### src/rtl/pause_det_pkg.sv
package pause_det_pkg;

  parameter int IDX_W = 5;

  localparam logic [IDX_W-1:0] IDX_MAX     = '1;
  localparam logic [IDX_W-1:0] DA_LAST_IDX = IDX_W'(5);
  localparam logic [IDX_W-1:0] TYPE_HI_IDX = IDX_W'(12);
  localparam logic [IDX_W-1:0] TYPE_LO_IDX = IDX_W'(13);
  localparam logic [IDX_W-1:0] OP_HI_IDX   = IDX_W'(14);
  localparam logic [IDX_W-1:0] OP_LO_IDX   = IDX_W'(15);
  localparam logic [IDX_W-1:0] DUR_HI_IDX  = IDX_W'(16);
  localparam logic [IDX_W-1:0] DUR_LO_IDX  = IDX_W'(17);
  localparam logic [IDX_W-1:0] MIN_BYTES   = IDX_W'(18);

  typedef struct packed {
    logic             startFrame;
    logic             takeByte;
    logic [IDX_W-1:0] byteIdx;
    logic             commit;
  } ctlStrobe_t;

  function automatic logic [7:0] addrByte(input logic [47:0] addr,
                                          input logic [IDX_W-1:0] idx);
    logic [7:0] b;
    case (idx)
      IDX_W'(0): b = addr[47:40];
      IDX_W'(1): b = addr[39:32];
      IDX_W'(2): b = addr[31:24];
      IDX_W'(3): b = addr[23:16];
      IDX_W'(4): b = addr[15:8];
      IDX_W'(5): b = addr[7:0];
      default:   b = 8'h00;
    endcase
    return b;
  endfunction

endpackage

### src/rtl/pause_det_ctl.sv
module pause_det_ctl
  import pause_det_pkg::*;
(
  input  logic       clk,
  input  logic       rstN,
  input  logic       byteValid,
  input  logic       sofIn,
  input  logic       eofIn,
  input  logic       eofGood,
  input  logic       fullDuplex,
  input  logic       flowCtlEn,
  input  logic       fieldsOk,
  output ctlStrobe_t strobe,
  output logic       pauseHit
);

  logic             inFrame;
  logic [IDX_W-1:0] byteCnt;
  logic             longEnough;
  logic             enabled;

  assign longEnough = (byteCnt >= MIN_BYTES);
  assign enabled    = fullDuplex && flowCtlEn;

  always_comb begin
    strobe.startFrame = byteValid && sofIn && !eofIn;
    strobe.takeByte   = byteValid && !eofIn && (sofIn || inFrame);
    strobe.byteIdx    = strobe.startFrame ? '0 : byteCnt;
    strobe.commit     = eofIn && inFrame && longEnough && eofGood
                        && enabled && fieldsOk;
  end

  always_ff @(posedge clk) begin
    if (!rstN) begin
      inFrame  <= 1'b0;
      byteCnt  <= '0;
      pauseHit <= 1'b0;
    end else begin
      pauseHit <= strobe.commit;
      if (eofIn) begin
        inFrame <= 1'b0;
      end else if (strobe.startFrame) begin
        inFrame <= 1'b1;
        byteCnt <= IDX_W'(1);
      end else if (strobe.takeByte && byteCnt != IDX_MAX) begin
        byteCnt <= byteCnt + IDX_W'(1);
      end
    end
  end

endmodule

### src/rtl/pause_det_dp.sv
module pause_det_dp
  import pause_det_pkg::*;
#(
  parameter logic [47:0] GROUP_ADDR = 48'h0180_C200_0001,
  parameter logic [15:0] PAUSE_TYPE = 16'h8808,
  parameter logic [15:0] PAUSE_OP   = 16'h0001
) (
  input  logic        clk,
  input  logic        rstN,
  input  ctlStrobe_t  strobe,
  input  logic [7:0]  rxByte,
  input  logic [47:0] stationAddr,
  output logic        fieldsOk,
  output logic [15:0] pauseQuanta
);

  logic        grpOk, uniOk, typeOk, opOk;
  logic        grpBase, uniBase, typeBase, opBase;
  logic        grpNext, uniNext, typeNext, opNext;
  logic [15:0] durShadow;
  logic [15:0] quantaReg;
  logic        inDa;

  assign inDa = (strobe.byteIdx <= DA_LAST_IDX);

  always_comb begin
    grpBase  = strobe.startFrame ? 1'b1 : grpOk;
    uniBase  = strobe.startFrame ? 1'b1 : uniOk;
    typeBase = strobe.startFrame ? 1'b1 : typeOk;
    opBase   = strobe.startFrame ? 1'b1 : opOk;
    grpNext  = grpBase;
    uniNext  = uniBase;
    typeNext = typeBase;
    opNext   = opBase;
    if (inDa) begin
      grpNext = grpBase && (rxByte == addrByte(GROUP_ADDR, strobe.byteIdx));
      uniNext = uniBase && (rxByte == addrByte(stationAddr, strobe.byteIdx));
    end
    case (strobe.byteIdx)
      TYPE_HI_IDX: typeNext = typeBase && (rxByte == PAUSE_TYPE[15:8]);
      TYPE_LO_IDX: typeNext = typeBase && (rxByte == PAUSE_TYPE[7:0]);
      OP_HI_IDX:   opNext   = opBase   && (rxByte == PAUSE_OP[15:8]);
      OP_LO_IDX:   opNext   = opBase   && (rxByte == PAUSE_OP[7:0]);
      default: ;
    endcase
  end

  always_ff @(posedge clk) begin
    if (!rstN) begin
      grpOk     <= 1'b0;
      uniOk     <= 1'b0;
      typeOk    <= 1'b0;
      opOk      <= 1'b0;
      durShadow <= '0;
      quantaReg <= '0;
    end else begin
      if (strobe.takeByte) begin
        grpOk  <= grpNext;
        uniOk  <= uniNext;
        typeOk <= typeNext;
        opOk   <= opNext;
        if (strobe.byteIdx == DUR_HI_IDX) durShadow[15:8] <= rxByte;
        if (strobe.byteIdx == DUR_LO_IDX) durShadow[7:0]  <= rxByte;
      end
      if (strobe.commit) quantaReg <= durShadow;
    end
  end

  assign fieldsOk    = (grpOk || uniOk) && typeOk && opOk;
  assign pauseQuanta = quantaReg;

endmodule

### src/rtl/pause_frame_detector.sv
module pause_frame_detector
  import pause_det_pkg::*;
#(
  parameter logic [47:0] GROUP_ADDR = 48'h0180_C200_0001,
  parameter logic [15:0] PAUSE_TYPE = 16'h8808,
  parameter logic [15:0] PAUSE_OP   = 16'h0001
) (
  input  logic        clk,
  input  logic        rstN,
  input  logic [7:0]  rxByte,
  input  logic        byteValid,
  input  logic        sofIn,
  input  logic        eofIn,
  input  logic        eofGood,
  input  logic [47:0] stationAddr,
  input  logic        fullDuplex,
  input  logic        flowCtlEn,
  output logic        pauseHit,
  output logic [15:0] pauseQuanta
);

  ctlStrobe_t strobe;
  logic       fieldsOk;

  pause_det_ctl u_ctl (
    .clk        (clk),
    .rstN       (rstN),
    .byteValid  (byteValid),
    .sofIn      (sofIn),
    .eofIn      (eofIn),
    .eofGood    (eofGood),
    .fullDuplex (fullDuplex),
    .flowCtlEn  (flowCtlEn),
    .fieldsOk   (fieldsOk),
    .strobe     (strobe),
    .pauseHit   (pauseHit)
  );

  pause_det_dp #(
    .GROUP_ADDR (GROUP_ADDR),
    .PAUSE_TYPE (PAUSE_TYPE),
    .PAUSE_OP   (PAUSE_OP)
  ) u_dp (
    .clk         (clk),
    .rstN        (rstN),
    .strobe      (strobe),
    .rxByte      (rxByte),
    .stationAddr (stationAddr),
    .fieldsOk    (fieldsOk),
    .pauseQuanta (pauseQuanta)
  );

endmodule

### config.mk
export PLATFORM = sky130hd
export DESIGN_NAME = pause_frame_detector
export DESIGN_NICKNAME = d
export VERILOG_FILES = /design/src/rtl/pause_det_pkg.sv /design/src/rtl/pause_det_ctl.sv /design/src/rtl/pause_det_dp.sv /design/src/rtl/pause_frame_detector.sv
export SDC_FILE = /design/constraint.sdc
export NUM_CORES = 1
export LEC_CHECK = 0
export BUFFER_PORTS_ARGS = -buffer_cell sky130_fd_sc_hd__buf_2
export CORE_ASPECT_RATIO = 1.75
export CORE_MARGIN = 8
export CORE_UTILIZATION = 45
export CTS_CLUSTER_DIAMETER = 80
export DETAILED_ROUTE_END_ITERATION = 16
export GPL_TIMING_DRIVEN = 0
export PLACE_DENSITY = 0.72
export SLEW_MARGIN = 20
export SYNTH_ARGS = -nofsm -noshare
export SYNTH_HDL_FRONTEND = slang
export SYNTH_SLANG_ARGS = --single-unit
### constraint.sdc
create_clock -name clk -period 3 [get_ports clk]
set_clock_uncertainty 0.15 [all_clocks]
set_input_delay 0.15 -clock clk [delete_from_list [all_inputs] [get_ports clk]]
set_output_delay 0.15 -clock clk [all_outputs]
set_load 0.1 [all_outputs]
After elaboration in Yosys (flattened, before gate mapping)
Index checks and enable logic that the tools add are counted.

storage, ports and cells
  output and inout bits = 17
  bits in registers = 43
  input port bits = 64
  word-level logic and storage cells = 77

cells by class
  reductions and logical operators = 30
  multiplexer cells = 15
  order comparisons = 2
  equality and inequality tests = 17
  add/sub/neg operators = 1
  bitwise gates (word level) = 2

operator list
  operator                                                                          number
  8-bit case mux with 6 select lines                                                1
  8-bit case mux with 3 select lines                                                1
  5-bit by 4-bit equality test with 1-bit output, second input constant             4
  1-bit logical AND                                                                 19
  8-bit equality test                                                               2
  8-bit two-way mux                                                                 2
  5-bit two-way mux                                                                 3
  5-bit by 2-bit equality test with 1-bit output, second input constant             2
  5-bit by 3-bit equality test with 1-bit output, second input constant             2
  5-bit equality test, second input constant                                        2
  8-bit by 1-bit equality test with 1-bit output, second input constant             1
  8-bit by 4-bit equality test with 1-bit output, second input constant             1
  8-bit equality test, second input constant                                        1
  8-bit zero test                                                                   1
  1-bit two-way mux                                                                 6
  2-bit AND reduction                                                               3
  5-bit by 1-bit adder with 5-bit output, second input constant                     1
  5-bit by 1-bit equality test with 1-bit output, second input constant             1
  5-bit greater-or-equal comparator, second input constant                          1
  5-bit by 3-bit less-or-equal comparator with 1-bit output, second input constant  1
  5-bit zero test                                                                   1
  5-bit != test, second input constant                                              1
  1-bit case mux with 2 select lines                                                2
  2-bit OR reduction                                                                2
  other kinds (4)                                                                   6

Logic depth before layout (Yosys ltp)
  word-level depth = 10
  mapped depth = 9
  mapped depth without buffers = 7

Hierarchy
Synthesis repeated with hierarchy kept, for this count alone.

unflattened totals
  cells, all modules = 270
  area total of the unflattened synthesis = 2,532.4 um^2

modules (own cells, without submodules)
  module         seq. area each (um^2)  cells an instance  area an instance (um^2)  times used
  pause_det_dp   720.7                  220                2,094.5                  1
  pause_det_ctl  140.1                  50                 437.9                    1

Least setup slack after synthesis
No wires, ideal clock.

  path kind = reg-to-reg
  from = reg u_ctl.byteCnt[0]
  to = reg u_dp.quantaReg[10], in the netlist u_dp.pauseQuanta[10]
  period minus slack after synthesis = 2.188 ns
  path buffers = 2
  stages on the path, launching flop included = 9
  setup time = 0.120 ns
  slack = 0.812 ns
  data required time = 2.730 ns
  arrival = 1.918 ns
  cell sequence = dfxtp_1 > buf_2 > inv_1 > ha_1 > inv_1 > a2111oi_4 > buf_4 > mux2i_1 > nor2b_1

on the way
  word-level cells in the longest chain between the ends = 5

RTL lines
  element                            line                 RTL
  start: declaration                 pause_det_ctl.sv:18  logic [IDX_W-1:0] byteCnt;
  start signal: assignment           pause_det_ctl.sv:46  byteCnt <= byteCnt + IDX_W'(1);
  5-bit greater-or-equal comparator  pause_det_ctl.sv:22  assign longEnough = (byteCnt >= MIN_BYTES);
  1-bit logical AND (2 in series)    pause_det_ctl.sv:29  strobe.commit = eofIn && inFrame && longEnough && eofGood
  1-bit logical AND (2 in series)    pause_det_ctl.sv:30  && enabled && fieldsOk;
  end signal: assignment             pause_det_dp.sv:65   if (strobe.commit) quantaReg <= durShadow;
  end: declaration                   pause_det_dp.sv:21   logic [15:0] quantaReg;

Every way passes these cells.
A chain may end at the register's enable or synchronous reset.

Worst setup path in the final report
  from = reg u_ctl.byteCnt[0]
  to = reg u_dp.quantaReg[8], in the netlist u_dp.pauseQuanta[8]

The elaborated chain is that of the path after synthesis.

==> impl_results.md <==
* Kind of critical path: reg2reg
* Core area at 5260 um2
* Multiplexer share of the synthesized area at 19.7%
* Clock latency on the worst-skew pair at 290 ps
* Seq pwr share at 53.3%
* Syn. warnings at 0
* Nets at 410
* Overflow after GRT at 0
* CP Max Fanout at 10
* Worst-Margin Slew at 820 ps
* Area grow syn2layout at 22.1%
* Initial Util at 46.9%
* Final antenna-violating net count at 0
* Synth top area share at 34.9%
* Crit-path slowest cell: a2111oi_4
* P_int at 0.000817 W
* Sw Pwr at 0.000263 W
* Fraction of the mapped netlist area in simple logic gates at 24.1%
* CTS Buf Count at 5
* Total track usage at 16.7%
* Die W at 71.9 um
* Endpoints failing setup at 0
* Leak at 1.21 nW
* Flop-to-flop setup slack at 410 ps
* R2r worst-path depth at 8
* Top post-synthesis cells by area: dfxtp_1 (35%), mux2i_1 (18%), nor2b_1 (8.4%)
* Distinct cells, synth at 53
* Power share of the clock group at 32.4%
* Tcrit/Tclk final at 86.2%
* Layout cells sized above 1 at 30.8%
* Power per cell area at 359 nW/um2
* Syn_area_per_cell at 9.55 um2
* HP Class: in2reg
* CP max stage delay at 730 ps
* Fin Setup TNS at 0 ps
* Fmax at 387 MHz
* Initial antenna violation count at 0
* Total Power at 0.00108 W
* CTS resizes at 0
* Gpl congestion at 0.831
* Vias post-DR at 2,230
* CTS tree: yes
* DP Wirelength at 5450 um
* Final WL at 6780 um
* CP Capture Type: flop
* Slew headroom at 45.3%
* Outcome: finished clean
* H-tree depth at 2
* Critical Path RT at 3040 ps
* Min Tclk post-route at 2590 ps
* Root Driver: clkbuf_8
* Top cells by count, synth: mux2i_1 (45), dfxtp_1 (43), nor2b_1 (33)
* DRT Pass-1 Iters at 4
* Die ar. at 8190 um2
* Startpoint types: flop
* CTS Buffer Depth at 2
* Critical Path Stages at 8
* Crit path from: u_ctl.byteCnt[0]$_SDFFE_PN0P_
* Sequential element share of the synthesized area at 34.9%
* Clk sink count at 43
* Post-route worst setup slack at 413 ps
* DP Worst Slack at 428 ps
* Max-slew violations at 0
* Row cnt at 35
* Avg WL per Cell at 17.0 um
* Largest net degree at the start of global routing at 13
* Clk pin slew, worst setup/hold paths at 80 ps
* Worst setup endpoint: u_dp.pauseQuanta[8]$_SDFFE_PN0P_
* Port-buffer cells at 77
* Most instantiated library cell after synthesis: mux2i_1
* Hold_buf cts at 1
* Xor and xnor area share after synthesis at 3.20%
* Adder-Cell Fraction of Synth Area at 1.52%
* Post-synthesis cell area at 2460 um2
* DRC violation count after routing at 0
* Reg2reg start: u_ctl.byteCnt[0]$_SDFFE_PN0P_
* Critical R2R Capture: u_dp.pauseQuanta[8]$_SDFFE_PN0P_
* Vias in the first global route at 2,396
* WP buf/inv at 4
* Die Y at 114 um
* DRT iter0 DRCs at 101
* Worst Path Arrival at 2620 ps
* RSZ-0062 raised after global routing: false
* I/O pin cnt at 81
* #FFs+latches synth at 43
* Cells after Synth at 258
* Number of synthesized flops with an enable pin at 0
* Top FF cell, synth: dfxtp_1
* # diodes at 0
* CP most frequent cell: inv_1
* Delay-heaviest family, CP: buffers and inverters
* Final Hold Fails at 0
* Post-CTS Setup Repair Bufs at 0
* Switching Fraction at 24.4%
* Compound-Gate Fraction of Synth Area at 12.4%
* Largest area contributor in the netlist: dfxtp_1
* Max-Cap Viols at 0
* Vias/cell at 5.59
* Async S/R FF share, synth at 0%
* CP Cell Sequence: buf_2 > inv_1 > ha_1 > inv_1 > a2111oi_4 > buf_4 > mux2i_1 > nor2b_1
* Syn_nets at 325
* VDD IR-drop max at 0.330 mV
* Global-route wire length before repair at 11,000 um
* Largest family of logic cells by synthesized area: simple AND/OR/NAND/NOR gates
* Logic pwr share at 14.2%
cell type report:
type                       instances  area [um2]
inverter                           4        15.0
buffer                            16        87.6
sequential                        43         861
fill                             484        2250
timing repair buffer              78         395
multi-input combinational        195        1500
clock inverter                     1        5.00
tap                               55        68.8
clock buffer                       7        76.3
worst register-to-register path, delay by kind of cell, from the launching register on:
family / cells / cell delay [ps]
adder cells (fa/ha/maj): 1 / 190
AND/OR/NAND/NOR: 1 / 60
multiplexers: 1 / 230
AO/OA/AOI/OAI: 1 / 730
flip-flops: 1 / 310
buffers and inverters: 4 / 790
routing by layer:
metal,track usage (%),vias up,part of all wire (%)
met5,0,-,0
met4,8.37,0,2.4
met3,3.78,16,5.2
met2,31.9,71,56
met1,15.9,1043,37
li1,-,1100,-
registers in the layout, summed over array words and instances (netlist names):
register,flops
u_ctl.byteCnt,5
u_dp.typeOk,1
u_dp.uniOk,1
u_dp.pauseQuanta,16
u_ctl.pauseHit,1
u_dp.opOk,1
u_dp.grpOk,1
u_ctl.inFrame,1
u_dp.durShadow,16
placed cells by master, fill, tap and decap left out, types with 3 or more instances in the layout:
cell / n
clkbuf_8: 5
nand3_1: 5
o21ai_0: 9
buf_2: 81
clkbuf_1: 8
ha_1: 3
mux2i_1: 45
xor2_1: 4
nor2_1: 11
nor3_1: 6
dfxtp_1: 43
a21oi_1: 4
xnor2_1: 5
a31oi_1: 4
nand3b_1: 3
mux2_2: 3
o2bb2ai_1: 7
nand4_1: 8
inv_1: 4
nor2b_1: 33
nand2_1: 9
power groups by stage:
| stage | Sequential [W] | Clock (W) | Combinational (W) |
|---|---|---|---|
| floorplan | 0.000589 | 0 | 0.0000876 |
| global placement | 0.000589 | 0 | 0.000150 |
| detailed placement | 0.000590 | 0 | 0.000153 |
| CTS | 0.000576 | 0.000358 | 0.000155 |
| global route | 0.000577 | 0.000383 | 0.000169 |
| finish | 0.000576 | 0.000350 | 0.000154 |
cells by family after synthesis:
family          count (synthesis)
simple gates                   96
compound gates                 39
flops                          43
mux                            48
fa+ha+maj                       3
xor+xnor                        9
buf+inv                        20
worst min-delay path by stage:
stage | start | cells after the start | slack [ps] | to
2_1_floorplan | eofIn | 1 | 80 | u_ctl.inFrame$_SDFFE_PP0P_
3_3_place_gp | eofIn | 2 | 220 | u_ctl.inFrame$_SDFFE_PP0P_
3_5_place_dp | eofIn | 2 | 220 | u_ctl.inFrame$_SDFFE_PP0P_
4_1_cts | rxByte[2] | 3 | 50 | u_dp.durShadow[2]$_SDFFE_PN0P_
5_1_grt | rxByte[3] | 3 | 100 | u_dp.durShadow[3]$_SDFFE_PN0P_
6_report | rxByte[2] | 3 | 50 | u_dp.durShadow[2]$_SDFFE_PN0P_
per-stage QoR:
| stage | instance area (um2) | utilization [%] | hold WS, ps | instances |
|---|---|---|---|---|
| 2_1_floorplan | 2460 | - | 76.1 | 258 |
| 3_3_place_gp | 2920 | 55.5 | 216 | 390 |
| 3_5_place_dp | 2920 | 55.5 | 223 | 390 |
| 4_1_cts | 3010 | 57.3 | 45.0 | 399 |
| 5_1_grt | 3010 | 57.3 | 95.6 | 399 |
| 6_report | 3010 | 57.3 | 52.8 | 399 |
(Power assumes the default switching activity.)
